[src/rtl/ir_run_pkg.sv]
// Shared types and constants for the infrared run-length sampler.
package ir_run_pkg;
    localparam int LEN_W   = 7;
    localparam int RUN_MAX = (1 << LEN_W) - 1;

    typedef struct packed {
        logic             lvl;
        logic [LEN_W-1:0] len;
    } run_entry_t;
endpackage

[src/rtl/ir_tick_div.sv]
// Sample tick generator.
// Produces a one-cycle tick every DIV clocks while active is high.
// Assumes DIV >= 1. The counter is held at zero while inactive or in reset.
module ir_tick_div #(
    parameter int DIV = 64
) (
    input  logic clk,
    input  logic rst_n,
    input  logic active,
    output logic tick
);
    localparam int CNT_W = (DIV > 1) ? $clog2(DIV) : 1;
    localparam logic [CNT_W-1:0] LAST = CNT_W'(DIV - 1);

    logic [CNT_W-1:0] cnt_q;

    // Tick on the last count of each period.
    assign tick = active && (cnt_q == LAST);

    // Advance the divider, wrapping at the period end.
    always_ff @(posedge clk) begin
        if (!rst_n || !active) begin
            cnt_q <= '0;
        end else if (tick) begin
            cnt_q <= '0;
        end else begin
            cnt_q <= cnt_q + 1'b1;
        end
    end

    generate
        if (DIV > 1) begin : g_gap
            // ticks never come back to back.
            a_r3_tick_gap: assert property (@(posedge clk) disable iff (!rst_n)
                tick |=> !tick);
        end
    endgenerate
endmodule

[src/rtl/ir_glitch_filter.sv]
// Glitch filter on the sampled line.
// A differing sample is accepted as a level change once it has been seen
// on thresh+1 consecutive ticks. level_now is the accepted level including
// the current tick and is meaningful only when tick is high.
// Assumes sample is already inverted as required.
module ir_glitch_filter #(
    parameter int FILT_W = 6
) (
    input  logic              clk,
    input  logic              rst_n,
    input  logic              active,
    input  logic              tick,
    input  logic              sample,
    input  logic [FILT_W-1:0] thresh,
    output logic              level_now
);
    logic              lvl_q, lvl_n;
    logic [FILT_W:0]   pend_q, pend_n;
    logic [FILT_W:0]   pend_inc;

    assign pend_inc = pend_q + 1'b1;

    // Decide whether this tick's sample confirms a level change.
    always_comb begin
        lvl_n  = lvl_q;
        pend_n = pend_q;
        if (tick) begin
            if (sample == lvl_q) begin
                pend_n = '0;
            end else if (pend_inc > {1'b0, thresh}) begin
                lvl_n  = sample;
                pend_n = '0;
            end else begin
                pend_n = pend_inc;
            end
        end
    end

    assign level_now = lvl_n;

    // Hold the accepted level and the pending-change count.
    always_ff @(posedge clk) begin
        if (!rst_n || !active) begin
            lvl_q  <= 1'b0;
            pend_q <= '0;
        end else begin
            lvl_q  <= lvl_n;
            pend_q <= pend_n;
        end
    end

    // the accepted level moves only on a sample tick.
    a_r6_level_on_tick: assert property (@(posedge clk) disable iff (!rst_n)
        (active && !tick) |=> $stable(lvl_q));
endmodule

[src/rtl/ir_run_encoder.sv]
// Run-length encoder.
// On each tick it extends, splits or closes the current run of the filtered
// level. It emits registered entries and a packet-end strobe.
// Assumes level is the filtered level for the current tick.
module ir_run_encoder
    import ir_run_pkg::*;
#(
    parameter int IDLE_W = 8
) (
    input  logic              clk,
    input  logic              rst_n,
    input  logic              active,
    input  logic              tick,
    input  logic              level,
    input  logic [IDLE_W-1:0] idle_thr,
    output logic              ent_valid,
    output logic [7:0]        ent_data,
    output logic              pkt_end
);
    logic             in_pkt_q, in_pkt_n;
    logic             rlvl_q, rlvl_n;
    logic [LEN_W-1:0] rlen_q, rlen_n;
    logic [IDLE_W:0]  idle_q, idle_n, idle_inc;
    logic             emit, close;
    run_entry_t       ent;

    assign idle_inc = level ? '0 : (idle_q + 1'b1);

    // Next-run decision for the current tick.
    always_comb begin
        in_pkt_n = in_pkt_q;
        rlvl_n   = rlvl_q;
        rlen_n   = rlen_q;
        idle_n   = idle_q;
        emit     = 1'b0;
        close    = 1'b0;
        ent      = '{lvl: rlvl_q, len: rlen_q};
        if (tick) begin
            if (!in_pkt_q) begin
                if (level) begin
                    in_pkt_n = 1'b1;
                    rlvl_n   = 1'b1;
                    rlen_n   = LEN_W'(1);
                    idle_n   = '0;
                end
            end else if (!level && (idle_inc > {1'b0, idle_thr})) begin
                emit     = 1'b1;
                close    = 1'b1;
                in_pkt_n = 1'b0;
                rlvl_n   = 1'b0;
                rlen_n   = '0;
                idle_n   = '0;
            end else begin
                idle_n = idle_inc;
                if (level == rlvl_q) begin
                    if (rlen_q == LEN_W'(RUN_MAX)) begin
                        emit   = 1'b1;
                        rlen_n = LEN_W'(1);
                    end else begin
                        rlen_n = rlen_q + 1'b1;
                    end
                end else begin
                    emit   = 1'b1;
                    rlvl_n = level;
                    rlen_n = LEN_W'(1);
                end
            end
        end
    end

    // Run state registers.
    always_ff @(posedge clk) begin
        if (!rst_n || !active) begin
            in_pkt_q <= 1'b0;
            rlvl_q   <= 1'b0;
            rlen_q   <= '0;
            idle_q   <= '0;
        end else begin
            in_pkt_q <= in_pkt_n;
            rlvl_q   <= rlvl_n;
            rlen_q   <= rlen_n;
            idle_q   <= idle_n;
        end
    end

    // Output registers for entry and packet-end strobes.
    always_ff @(posedge clk) begin
        if (!rst_n || !active) begin
            ent_valid <= 1'b0;
            ent_data  <= '0;
            pkt_end   <= 1'b0;
        end else begin
            ent_valid <= emit;
            ent_data  <= emit ? ent : '0;
            pkt_end   <= close;
        end
    end

    // an emitted run is never empty.
    a_r7_len_nonzero: assert property (@(posedge clk) disable iff (!rst_n)
        ent_valid |-> (ent_data[LEN_W-1:0] != '0));
    // entries come only from an open packet.
    a_r10_entry_in_packet: assert property (@(posedge clk) disable iff (!rst_n)
        ent_valid |-> $past(in_pkt_q));
    // a packet end leaves the packet closed.
    a_r9_end_closes: assert property (@(posedge clk) disable iff (!rst_n)
        pkt_end |-> !in_pkt_q);
endmodule

[src/rtl/ir_run_sampler.sv]
// Infrared pulse run-length sampler, top level.
// Gates the block with the enables, inverts the line if requested, and
// chains the divider, glitch filter and run encoder.
// Assumes ir_in is already synchronous to clk.
module ir_run_sampler #(
    parameter int DIV    = 64,
    parameter int FILT_W = 6,
    parameter int IDLE_W = 8
) (
    input  logic              clk,
    input  logic              rst_n,
    input  logic              mode_en,
    input  logic              rx_en,
    input  logic [1:0]        ir_mode,
    input  logic              invert,
    input  logic [FILT_W-1:0] filt_thr,
    input  logic [IDLE_W-1:0] idle_thr,
    input  logic              ir_in,
    output logic              ent_valid,
    output logic [7:0]        ent_data,
    output logic              pkt_end
);
    logic active, tick, level_now, sample;

    assign active = mode_en && rx_en && (ir_mode == 2'b11);
    assign sample = ir_in ^ invert;

    ir_tick_div #(.DIV(DIV)) u_div (
        .clk    (clk),
        .rst_n  (rst_n),
        .active (active),
        .tick   (tick)
    );

    ir_glitch_filter #(.FILT_W(FILT_W)) u_filt (
        .clk       (clk),
        .rst_n     (rst_n),
        .active    (active),
        .tick      (tick),
        .sample    (sample),
        .thresh    (filt_thr),
        .level_now (level_now)
    );

    ir_run_encoder #(.IDLE_W(IDLE_W)) u_enc (
        .clk       (clk),
        .rst_n     (rst_n),
        .active    (active),
        .tick      (tick),
        .level     (level_now),
        .idle_thr  (idle_thr),
        .ent_valid (ent_valid),
        .ent_data  (ent_data),
        .pkt_end   (pkt_end)
    );

    // nothing leaves the block the cycle after it was not running.
    a_r2_quiet_when_off: assert property (@(posedge clk) disable iff (!rst_n)
        !active |=> (!ent_valid && !pkt_end));
    // a packet end always carries its closing entry.
    a_r5_end_with_entry: assert property (@(posedge clk) disable iff (!rst_n)
        pkt_end |-> ent_valid);
endmodule

[config.mk]
export PLATFORM = sky130hd
export DESIGN_NAME = ir_run_sampler
export DESIGN_NICKNAME = d
export VERILOG_FILES = /design/src/rtl/ir_run_pkg.sv /design/src/rtl/ir_tick_div.sv /design/src/rtl/ir_glitch_filter.sv /design/src/rtl/ir_run_encoder.sv /design/src/rtl/ir_run_sampler.sv
export SDC_FILE = /design/constraint.sdc
export NUM_CORES = 1
export LEC_CHECK = 0
export BUFFER_PORTS_ARGS = -buffer_cell sky130_fd_sc_hd__clkbuf_2
export CAP_MARGIN = 5
export CORE_MARGIN = 1.5
export CORE_UTILIZATION = 30
export CTS_CLUSTER_DIAMETER = 150
export DETAILED_ROUTE_END_ITERATION = 7
export GPL_TIMING_DRIVEN = 0
export SLEW_MARGIN = 30
export SYNTH_ARGS = -nofsm -noshare
export SYNTH_HDL_FRONTEND = slang
export SYNTH_SLANG_ARGS = --single-unit
[constraint.sdc]
create_clock -name clk -period 13.85 [get_ports clk]
set_input_delay 2.77 -clock clk [delete_from_list [all_inputs] [get_ports clk]]
set_output_delay 2.77 -clock clk [all_outputs]
set_load 0.1 [all_outputs]
## Yosys cells after proc, flatten, opt, wreduce, memory -nomap -nowiden

Index checks and enable logic that the tools add are counted.

- Word-level logic and storage cells: 67
- Output and inout bits: 10
- Input bits: 22
- Register bits after elaboration: 42

- Multiplexer cells: 27
- $lt $le $gt $ge: 2
- Eq/ne operators: 6
- $add $sub $neg: 4
- Bitwise operators: 4
- Reductions and logical operators: 14

Operators by type and width:

| kind | count |
|---|---|
| 7-bit two-way mux | 7 |
| 9-bit two-way mux | 4 |
| 1-bit two-way mux | 16 |
| 7-bit by 1-bit adder with 7-bit output (second input constant) | 2 |
| 9-bit by 1-bit adder with 9-bit output (second input constant) | 1 |
| 9-bit by 8-bit > comparator with 1-bit output | 1 |
| 7-bit == test (second input constant) | 1 |
| 7-bit by 6-bit > comparator with 1-bit output | 1 |
| 6-bit by 1-bit adder with 6-bit output (second input constant) | 1 |
| 6-bit == test (second input constant) | 1 |
| 1-bit logical AND | 4 |
| 2-bit OR reduction | 2 |
| 1-bit zero test | 3 |
| 3-bit != test (second input constant) | 1 |
| 1-bit NOT | 3 |
| 3-bit AND reduction | 1 |
| 3-bit OR reduction | 1 |
| 1-bit == test | 2 |
| 2-bit == test (second input constant) | 1 |
| 2-bit AND reduction | 1 |
| 2-bit nonzero test | 1 |
| 1-bit logical OR | 1 |
| 1-bit bitwise XOR | 1 |

## Depth between registers and ports, before layout

Gate-level depths: netlist of run 1.

- Depth in word-level cells: 13
- Depth in mapped cells: 21
- Mapped depth without buffers: 20

## Cells and area by module

A second synthesis of run 1 with hierarchy kept.

- Cells, all modules: 252
- Area, all modules: 2258.4 sq um

Modules (own cells, without submodules):

| module | times used | seq. area each (sq um) | cells each | area an instance (sq um) |
|---|---|---|---|---|
| ir_run_encoder | 1 | 560.5 | 155 | 1411.4 |
| ir_glitch_filter | 1 | 160.2 | 67 | 584.3 |
| ir_tick_div | 1 | 120.1 | 28 | 245.2 |
| ir_run_sampler | 1 | 0.0 | 2 | 17.5 |

## Least setup slack after synthesis of run 1

No wires, ideal clock.

- Path type: input to register
- Start: input filt_thr[4]
- End: register u_enc.rlen_q[6]
- Buffers on the path: 1
- Data required time: 13779 ps
- Library setup time: 71 ps
- Data arrival time: 6164 ps
- Setup slack: 7615 ps
- Stages on the path: 18
- Path through: inv_1 ha_1 a21o_1 a21o_1 o21ai_1 a21o_2 mux2_4 buf_6 nor2_1 ha_1 a21o_1 a21o_1 a2111oi_0 o21ai_1 or4b_1 mux2i_1 o21ai_0 a21oi_1

- Word-level cells in the longest chain between the ends: 9
- Elaborated cells between the ends (all ways): 14
- Those cells by class: order compare (2); eq/ne (1); mux (7); reduce/logical (4)

RTL lines:

| element | line | RTL |
|---|---|---|
| start: declaration | ir_run_sampler.sv:16 | `input logic [FILT_W-1:0] filt_thr,` |
| 7-bit by 6-bit > comparator with 1-bit output * | ir_glitch_filter.sv:30 | `end else if (pend_inc > {1'b0, thresh}) begin` |
| 1-bit two-way mux * | ir_glitch_filter.sv:30 |  |
| 1-bit two-way mux * | ir_glitch_filter.sv:28 | `if (sample == lvl_q) begin` |
| 1-bit two-way mux * | ir_glitch_filter.sv:27 | `if (tick) begin` |
| 9-bit two-way mux | ir_run_encoder.sv:27 | `assign idle_inc = level ? '0 : (idle_q + 1'b1);` |
| 9-bit by 8-bit > comparator with 1-bit output | ir_run_encoder.sv:46 | `end else if (!level && (idle_inc > {1'b0, idle_thr})) begin` |
| 1-bit logical AND | ir_run_encoder.sv:46 |  |
| 7-bit two-way mux | ir_run_encoder.sv:46 |  |
| 7-bit two-way mux | ir_run_encoder.sv:39 | `if (!in_pkt_q) begin` |
| end signal: assignment | ir_run_encoder.sv:81 | `rlen_q <= rlen_n;` |
| end: declaration | ir_run_encoder.sv:22 | `logic [LEN_W-1:0] rlen_q, rlen_n;` |

Every way passes the cells marked *; elsewhere a longest branch is shown, timed or not.
A chain may end at the register's enable or synchronous reset.

## Worst setup path in the final report of run 1

Ends and elaborated chain as after synthesis.

==> results of run 1 <==
[final cells by class]
class / count / area, um2
Inverter: 15 / 56.3
Clock inverter: 2 / 10.0
Timing Repair Buffer: 31 / 155
Sequential cell: 42 / 841
Fill cell: 741 / 4670
Buffer: 6 / 30.0
Clock buffer: 5 / 68.8
Tap cell: 99 / 124
Multi-Input combinational cell: 210 / 1380
[registers in the layout (all words and copies together) (netlist names)]
| name | count |
|---|---|
| u_enc.in_pkt_q | 1 |
| u_filt.lvl_q | 1 |
| u_enc.pkt_end | 1 |
| u_filt.pend_q | 7 |
| u_enc.ent_valid | 1 |
| u_enc.rlen_q | 7 |
| u_enc.ent_data | 8 |
| u_enc.idle_q | 9 |
| u_enc.rlvl_q | 1 |
| u_div.cnt_q | 6 |
[worst max-delay path by stage]
| stage | from | to | cells after the start |
|---|---|---|---|
| 2_1_floorplan | filt_thr[4] | u_enc.rlen_q[6]$_SDFFE_PP0P_ | 18 |
| 3_3_place_gp | filt_thr[4] | u_enc.idle_q[6]$_SDFFE_PP0P_ | 19 |
| 3_5_place_dp | filt_thr[4] | u_enc.rlen_q[6]$_SDFFE_PP0P_ | 19 |
| 4_1_cts | filt_thr[4] | u_enc.idle_q[6]$_SDFFE_PP0P_ | 19 |
| 5_1_grt | filt_thr[4] | u_enc.idle_q[6]$_SDFFE_PP0P_ | 19 |
| 6_report | filt_thr[4] | u_enc.rlen_q[6]$_SDFFE_PP0P_ | 19 |
[layer usage]
layer / wire length, um / part of all wire, %
met1: 2090 / 49
met2: 2040 / 48
met3: 107 / 2.5
met4: 32 / 0.75
met5: 0 / 0
[metrics by stage]
step | setup WS, ns | area (um2) | hold WS (ns)
floorplan | 7.61 | 2300 | 0.418
global placement | 7.12 | 2580 | 0.430
detailed placement | 7.09 | 2580 | 0.443
CTS | 7.39 | 2660 | 0.458
global route | 7.10 | 2660 | 0.490
finish | 7.44 | 2660 | 0.450
[power by group]
| group | total (mW) | switching (mW) | internal (mW) |
|---|---|---|---|
| sequential | 0.121 | 0.0000370 | 0.121 |
| clock | 0.0717 | 0.0379 | 0.0338 |
| combinational | 0.00819 | 0.00420 | 0.00399 |
[cells in the final DEF (no fill, tap or decap), drive strengths merged, types with 2 or more instances in the layout]
master  netlist  final
clkinv        0      2
o21ai         9      9
mux2i         3      3
mux2          3      3
ha           18     18
xnor2        10     10
dfxtp        42     42
nand2        32     32
xor2         11     11
nand4         5      5
or2           2      2
and2         13     13
and3          4      4
nand3        21     21
nor3          2      2
clkbuf        5     41
nand2b        6      6
a21oi        15     15
nor2         27     27
inv          15     15
a21o          7      7
and4          2      2
or3           7      7
[cell families after synthesis]
kind of cell / share of synthesized area [%]
adders and majority gates: 9.78
DFF: 36.5
buffers and inverters: 3.75
xor gates and xnor gates: 7.99
and+or+nand+nor: 27.1
muxes: 3.64
AOI/OAI and AO/OA: 11.2
==> flow_summary.json, run 1 <==
{
  "status": "finished clean",
  "fin_crit_sh_pct": 46.3,
  "clk_pin_slew_ns": 0.08,
  "drt_iter0_drc": 83,
  "drt_wl_total_mm": 4.27,
  "grt_pass1_vias": 1682,
  "track_usage_pct": 11.2,
  "hpwl_mm": 3.38,
  "netlist_instances": 273,
  "tritoncts": "yes",
  "port-buffer-count": 31,
  "ys_seq_area_share_pct": 36.5,
  "setup-violations-final": 0,
  "fp.dieH_um": 90.6,
  "reg2reg_depth": 20,
  "min_period_ns": 6.41,
  "globalRouteMet3Util_pct": 2.78,
  "die_area_um2": 8210,
  "dp.cells": 403,
  "yosysTopAreaCell": "dfxtp_1",
  "required_ns": 14.07,
  "grt.busiest_layer": "met2",
  "hold_buffers": 0,
  "grtUsageMet1_pct": 14.5,
  "yosysWarnings": 0,
  "routabilityCongestion": 0.800,
  "antenna_cells": 0,
  "crit_path_max_fanout": 10,
  "rr_startpoint": "u_filt.pend_q[0]$_SDFFE_PP0P_",
  "die_x_um": 90.6,
  "synthArstFlopShare_pct": 0,
  "cap_violations": 0,
  "ir_drop_uv": 33.2,
  "rows": 31,
  "hp-start": "u_div.cnt_q[0]$_SDFF_PP0_",
  "worst-path-buf-inv": 3,
  "synth_top_area_share_pct": 36.5,
  "cts_root_buf": "clkbuf_8",
  "maxSlewViolCount": 0,
  "gr-total-overflow": 0,
  "ys_seq_elements": 42,
  "synth.avg_cell_area_um2": 8.43,
  "ios": 32,
  "final_core_util_pct": 36.3,
  "synth_ff_type": "dfxtp_1",
  "wl_per_cell_um": 10.4,
  "synth_area_um2": 2300,
  "hold_end": "u_div.cnt_q[0]$_SDFF_PP0_",
  "fmax_mhz": 156,
  "r2r-end": "u_enc.rlen_q[6]$_SDFFE_PP0P_",
  "cpMostUsedCell": "a21o_1",
  "path_cells": "clkbuf_2, inv_1, ha_1, a21o_1, a21o_1, o21ai_1, a21o_2, mux2_4, buf_6, nor2_1, ha_1, a21o_1, a21o_1, a2111oi_0, o21ai_1, or4b_1, mux2i_1, o21ai_0, a21oi_1",
  "dr_total_vias": 1877,
  "critPathSlowestCell": "or4b_1",
  "final.setup.tns_ns": 0,
  "core_um2": 7330,
  "cts_buffers": 5,
  "leakagePower_nw": 1.16,
  "synth_edf_count": 0,
  "tightest_slew_ns": 0.549,
  "use_met2_pct": 18.1,
  "start_kind": "input pin",
  "yosys-top-cells-area": "dfxtp_1 37%, ha_1 9.8%, nand2_1 5.2%",
  "synth_fp_nets": 313,
  "insertion_delay_ns": 0.28,
  "vias_per_cell": 4.58,
  "cts_resized": 0,
  "path_class": "in -> reg",
  "drtAntennaViolNets": 0,
  "min_path_type": "reg -> reg",
  "ys_types": 44,
  "rrSetupSlack_ns": 9.04,
  "layout.nets": 351,
  "cts_buffer_depth": 2,
  "power_mw": 0.201,
  "grt_max_degree": 13,
  "antenna_found_initial": 0,
  "drc": 0,
  "syn_to_final_growth_pct": 15.5,
  "rsz0062_at_grt": "no",
  "synth_common_cells": "42 x dfxtp_1, 32 x nand2_1, 26 x nor2_1",
  "worst_path_dominant_cell_family": "compound AO/OA/AOI/OAI gates",
  "critPathMaxStageDelay_ns": 0.53,
  "final_cells": 410,
  "critPathCaptureType": "flop",
  "relSlewSlack_pct": 62.9,
  "final.setup_skew_ns": 0.00466,
  "powerDensity_nw_per_um2": 75.4,
  "dr.pass1.iters": 4,
  "yosysMostFrequentCell": "dfxtp_1",
  "h-tree-depth": 2,
  "hold_viol": 0,
  "initial_core_util_pct": 31.4,
  "cts_setup_buffers": 0,
  "final_layout_size_suffix_gt1_share_pct": 15.4,
  "clock-sinks": 42,
  "grt_pass1_wl_mm": 7.53,
  "hold_path_depth": 1,
  "cp.arrival_ns": 6.63
}
No activity file was read; power rests on OpenSTA's default activity.
==> run 2, diff against run 1 <==
--- a/config.mk
+++ b/config.mk
@@ -5,6 +5,7 @@
 export SDC_FILE = /design/constraint.sdc
 export NUM_CORES = 1
 export LEC_CHECK = 0
+export ABC_AREA = 1
 export BUFFER_PORTS_ARGS = -buffer_cell sky130_fd_sc_hd__clkbuf_2
 export CAP_MARGIN = 5
 export CORE_MARGIN = 1.5
==> constraint.sdc (replaced) <==
create_clock -name clk -period 6.13 [get_ports clk]
set_input_delay 1.226 -clock clk [delete_from_list [all_inputs] [get_ports clk]]
set_output_delay 1.226 -clock clk [all_outputs]
set_load 0.1 [all_outputs]
==> run 2 against run 1 <==
Routed wire length grew 8.9%. Combinational power rose by 130%. Synthesized area up 4.7%. Design area increased by 5.4%. Critical path depth increased by 7. Synthesized cell count up 19%. Final cell count is 13% higher. Via count grew 11%. Power rose to 2.5 times the previous value. Clock power rose to 3.0 times the previous value. Worst setup slack lost 5.2 ns. Register-to-register slack worse by 6.8 ns. Critical path type unchanged.
==> flow_summary.json, run 2 <==
{
  "status": "finished clean",
  "antenna_found_initial": 0,
  "ys_seq_area_share_pct": 34.9,
  "relSlewSlack_pct": 64.0,
  "synth_top_area_share_pct": 34.9,
  "grt_pass1_wl_mm": 8.24,
  "h-tree-depth": 2,
  "synth_common_cells": "59 x nand2_1, 49 x inv_1, 42 x dfxtp_1",
  "critPathMaxStageDelay_ns": 0.30,
  "cpMostUsedCell": "nand2_1",
  "initial_core_util_pct": 31.0,
  "grt_max_degree": 14,
  "cts_root_buf": "clkbuf_8",
  "start_kind": "input pin",
  "whs_ns": 0.446,
  "ys_seq_elements": 42,
  "hpwl_mm": 3.66,
  "wl_met1_mm": 2.27,
  "synthArstFlopShare_pct": 0,
  "wl_per_cell_um": 10.0,
  "clk_pin_slew_ns": 0.08,
  "yosysMostFrequentCell": "nand2_1",
  "clock-sinks": 42,
  "pwr-share-clk_pct": 42.7,
  "routed.top_layer": "met4",
  "layout.nets": 402,
  "tritoncts": "yes",
  "critPathCaptureType": "flop",
  "setup-violations-final": 0,
  "required_ns": 6.31,
  "largest_registers": "u_enc.idle_q (9), u_enc.ent_data (8)",
  "cts_setup_buffers": 0,
  "maxSlewViolCount": 0,
  "hold_viol": 0,
  "synth.avg_cell_area_um2": 7.44,
  "dr.pass1.iters": 4,
  "final_layout_size_suffix_gt1_share_pct": 20.4,
  "switchingPower_mw": 0.106,
  "met2_length_mm": 2.12,
  "crit_path_max_fanout": 10,
  "drt_wl_total_mm": 4.65,
  "synth_edf_count": 0,
  "rsz0062_at_grt": "no",
  "insertion_delay_ns": 0.29,
  "min_period_ns": 3.91,
  "track_usage_pct": 11.8,
  "min_path_type": "reg -> reg",
  "yosys-top-cells-area": "dfxtp_1 35%, ha_1 9.3%, nand2_1 9.2%",
  "fill_cells": 844,
  "tightest_slew_ns": 0.542,
  "largest_reg_flops": 9,
  "gr-total-overflow": 0,
  "port-buffer-count": 31,
  "final_area_um2": 2800,
  "leakagePower_nw": 1.23,
  "grt_pass1_vias": 1964,
  "drtAntennaViolNets": 0,
  "powerDensity_nw_per_um2": 181,
  "routabilityCongestion": 0.793,
  "ios": 32,
  "die_area_um2": 8580,
  "core_um2": 7770,
  "rows": 32,
  "vias_per_cell": 4.48,
  "comb_power_share_pct": 3.7,
  "path_class": "in -> reg",
  "drt_iter0_drc": 56,
  "seqPwrFrac_pct": 53.6,
  "fp.dieH_um": 92.7,
  "cts_buffer_depth": 2,
  "critPathSlowestCell": "ha_1",
  "fin_crit_sh_pct": 63.8,
  "dr_wl_met3_um": 206,
  "intPower_mw": 0.403,
  "final.setup.tns_ns": 0,
  "drc": 0,
  "dr_total_vias": 2083,
  "yosysTopAreaCell": "dfxtp_1",
  "sw_frac_of_total_pct": 20.8,
  "die_x_um": 92.7,
  "cts_resized": 0,
  "synth_fp_nets": 364,
  "regMostFlops": "u_enc.idle_q",
  "netlist_instances": 324,
  "syn_to_final_growth_pct": 16.3,
  "cp.arrival_ns": 4.08,
  "synth_area_um2": 2410,
  "cap_violations": 0,
  "power_mw": 0.509,
  "layout_common_cells": "59 x nand2_1, 49 x inv_1, 42 x dfxtp_1",
  "yosysWarnings": 0,
  "place_area_um2": 2690,
  "antenna_cells": 0,
  "final.setup_skew_ns": 0.00586,
  "fmax_mhz": 256,
  "final_common_cell": "nand2_1",
  "ir_drop_uv": 80.0,
  "hold_buffers": 0,
  "synth_ff_type": "dfxtp_1",
  "ys_types": 32,
  "cts_buffers": 5
}
[run 2: cell types whose count changed after synthesis, sizes merged, moves of 4 or more]
cell,before,now
a21o,7,1
a21oi,15,21
and2,13,0
clkbuf,5,1
inv,15,57
nand2,32,69
nand2b,6,0
nand3,21,28
nor2,27,42
nor3,2,6
or3,7,0
xnor2,10,3
[run 2: cell families (layout without fill, tap and decap cells)]
group / after synthesis / after routing / synth area share, %
compound gates: 37 / 37 / 8.93
xor+xnor: 15 / 15 / 5.45
fa+ha+maj: 18 / 18 / 9.34
buf+inv: 60 / 99 / 9.86
flops: 42 / 42 / 34.9
simple gates: 152 / 152 / 31.6
[run 2: layer usage]
metal / up-vias / GRT usage [%]
li1: 1100 / -
met1: 939 / 15.1
met2: 38 / 20.0
met3: 6 / 2.63
met4: 0 / 3.03
met5: - / 0
[run 2: stage by stage]
step                      worst slack [ns]  std cells  utilization, %
after floorplan                       2.41        324               -
after global placement                1.92        457            34.7
after detailed placement              1.87        457            34.7
final                                 2.22        465            36.1
after CTS                             2.18        465            36.1
after global routing                  1.79        465            36.1
[run 2: path summary, 6_finish.rpt]
kind | from | end | slack (ns) | cells past startpoint
setup / recovery | filt_thr[5] | u_enc.ent_data[7]$_SDFF_PP0_ | 2.22 | 26
hold / removal | u_filt.pend_q[6]$_SDFFE_PP0P_ | u_filt.pend_q[6]$_SDFFE_PP0P_ | 0.45 | 2
setup reg to reg | u_filt.pend_q[2]$_SDFFE_PP0P_ | u_enc.ent_data[7]$_SDFF_PP0_ | 2.27 | 29
hold reg to reg | u_filt.pend_q[6]$_SDFFE_PP0P_ | u_filt.pend_q[6]$_SDFFE_PP0P_ | 0.45 | 2
[run 2: worst max-delay path, delay by kind of cell]
| family | cells | cell delay (ns) |
|---|---|---|
| buffers and inverters | 4 | 0.20 |
| AO/OA/AOI/OAI | 5 | 0.72 |
| adder cells (fa/ha/maj) | 2 | 0.56 |
| AND/OR/NAND/NOR | 15 | 1.36 |
[run 2: power groups by stage]
stage | Clock [mW] | Sequential, mW | Combinational (mW)
2_1_floorplan | 0 | 0.279 | 0.00995
3_3_place_gp | 0 | 0.279 | 0.0187
3_5_place_dp | 0 | 0.279 | 0.0194
4_1_cts | 0.224 | 0.273 | 0.0195
5_1_grt | 0.234 | 0.273 | 0.0223
6_report | 0.217 | 0.273 | 0.0190
[run 2: cell type report]
class | instances | area [um2] | share of cell area [%]
Timing Repair Buffer | 31 | 155 | 5.53
Buffer | 2 | 15.0 | 0.535
Clock buffer | 6 | 72.6 | 2.59
Sequential cell | 42 | 841 | 30.0
Multi-Input combinational cell | 222 | 1330 | 47.5
Clock inverter | 2 | 37.5 | 1.34
Inverter | 58 | 223 | 7.94
Tap cell | 102 | 128 | 4.55
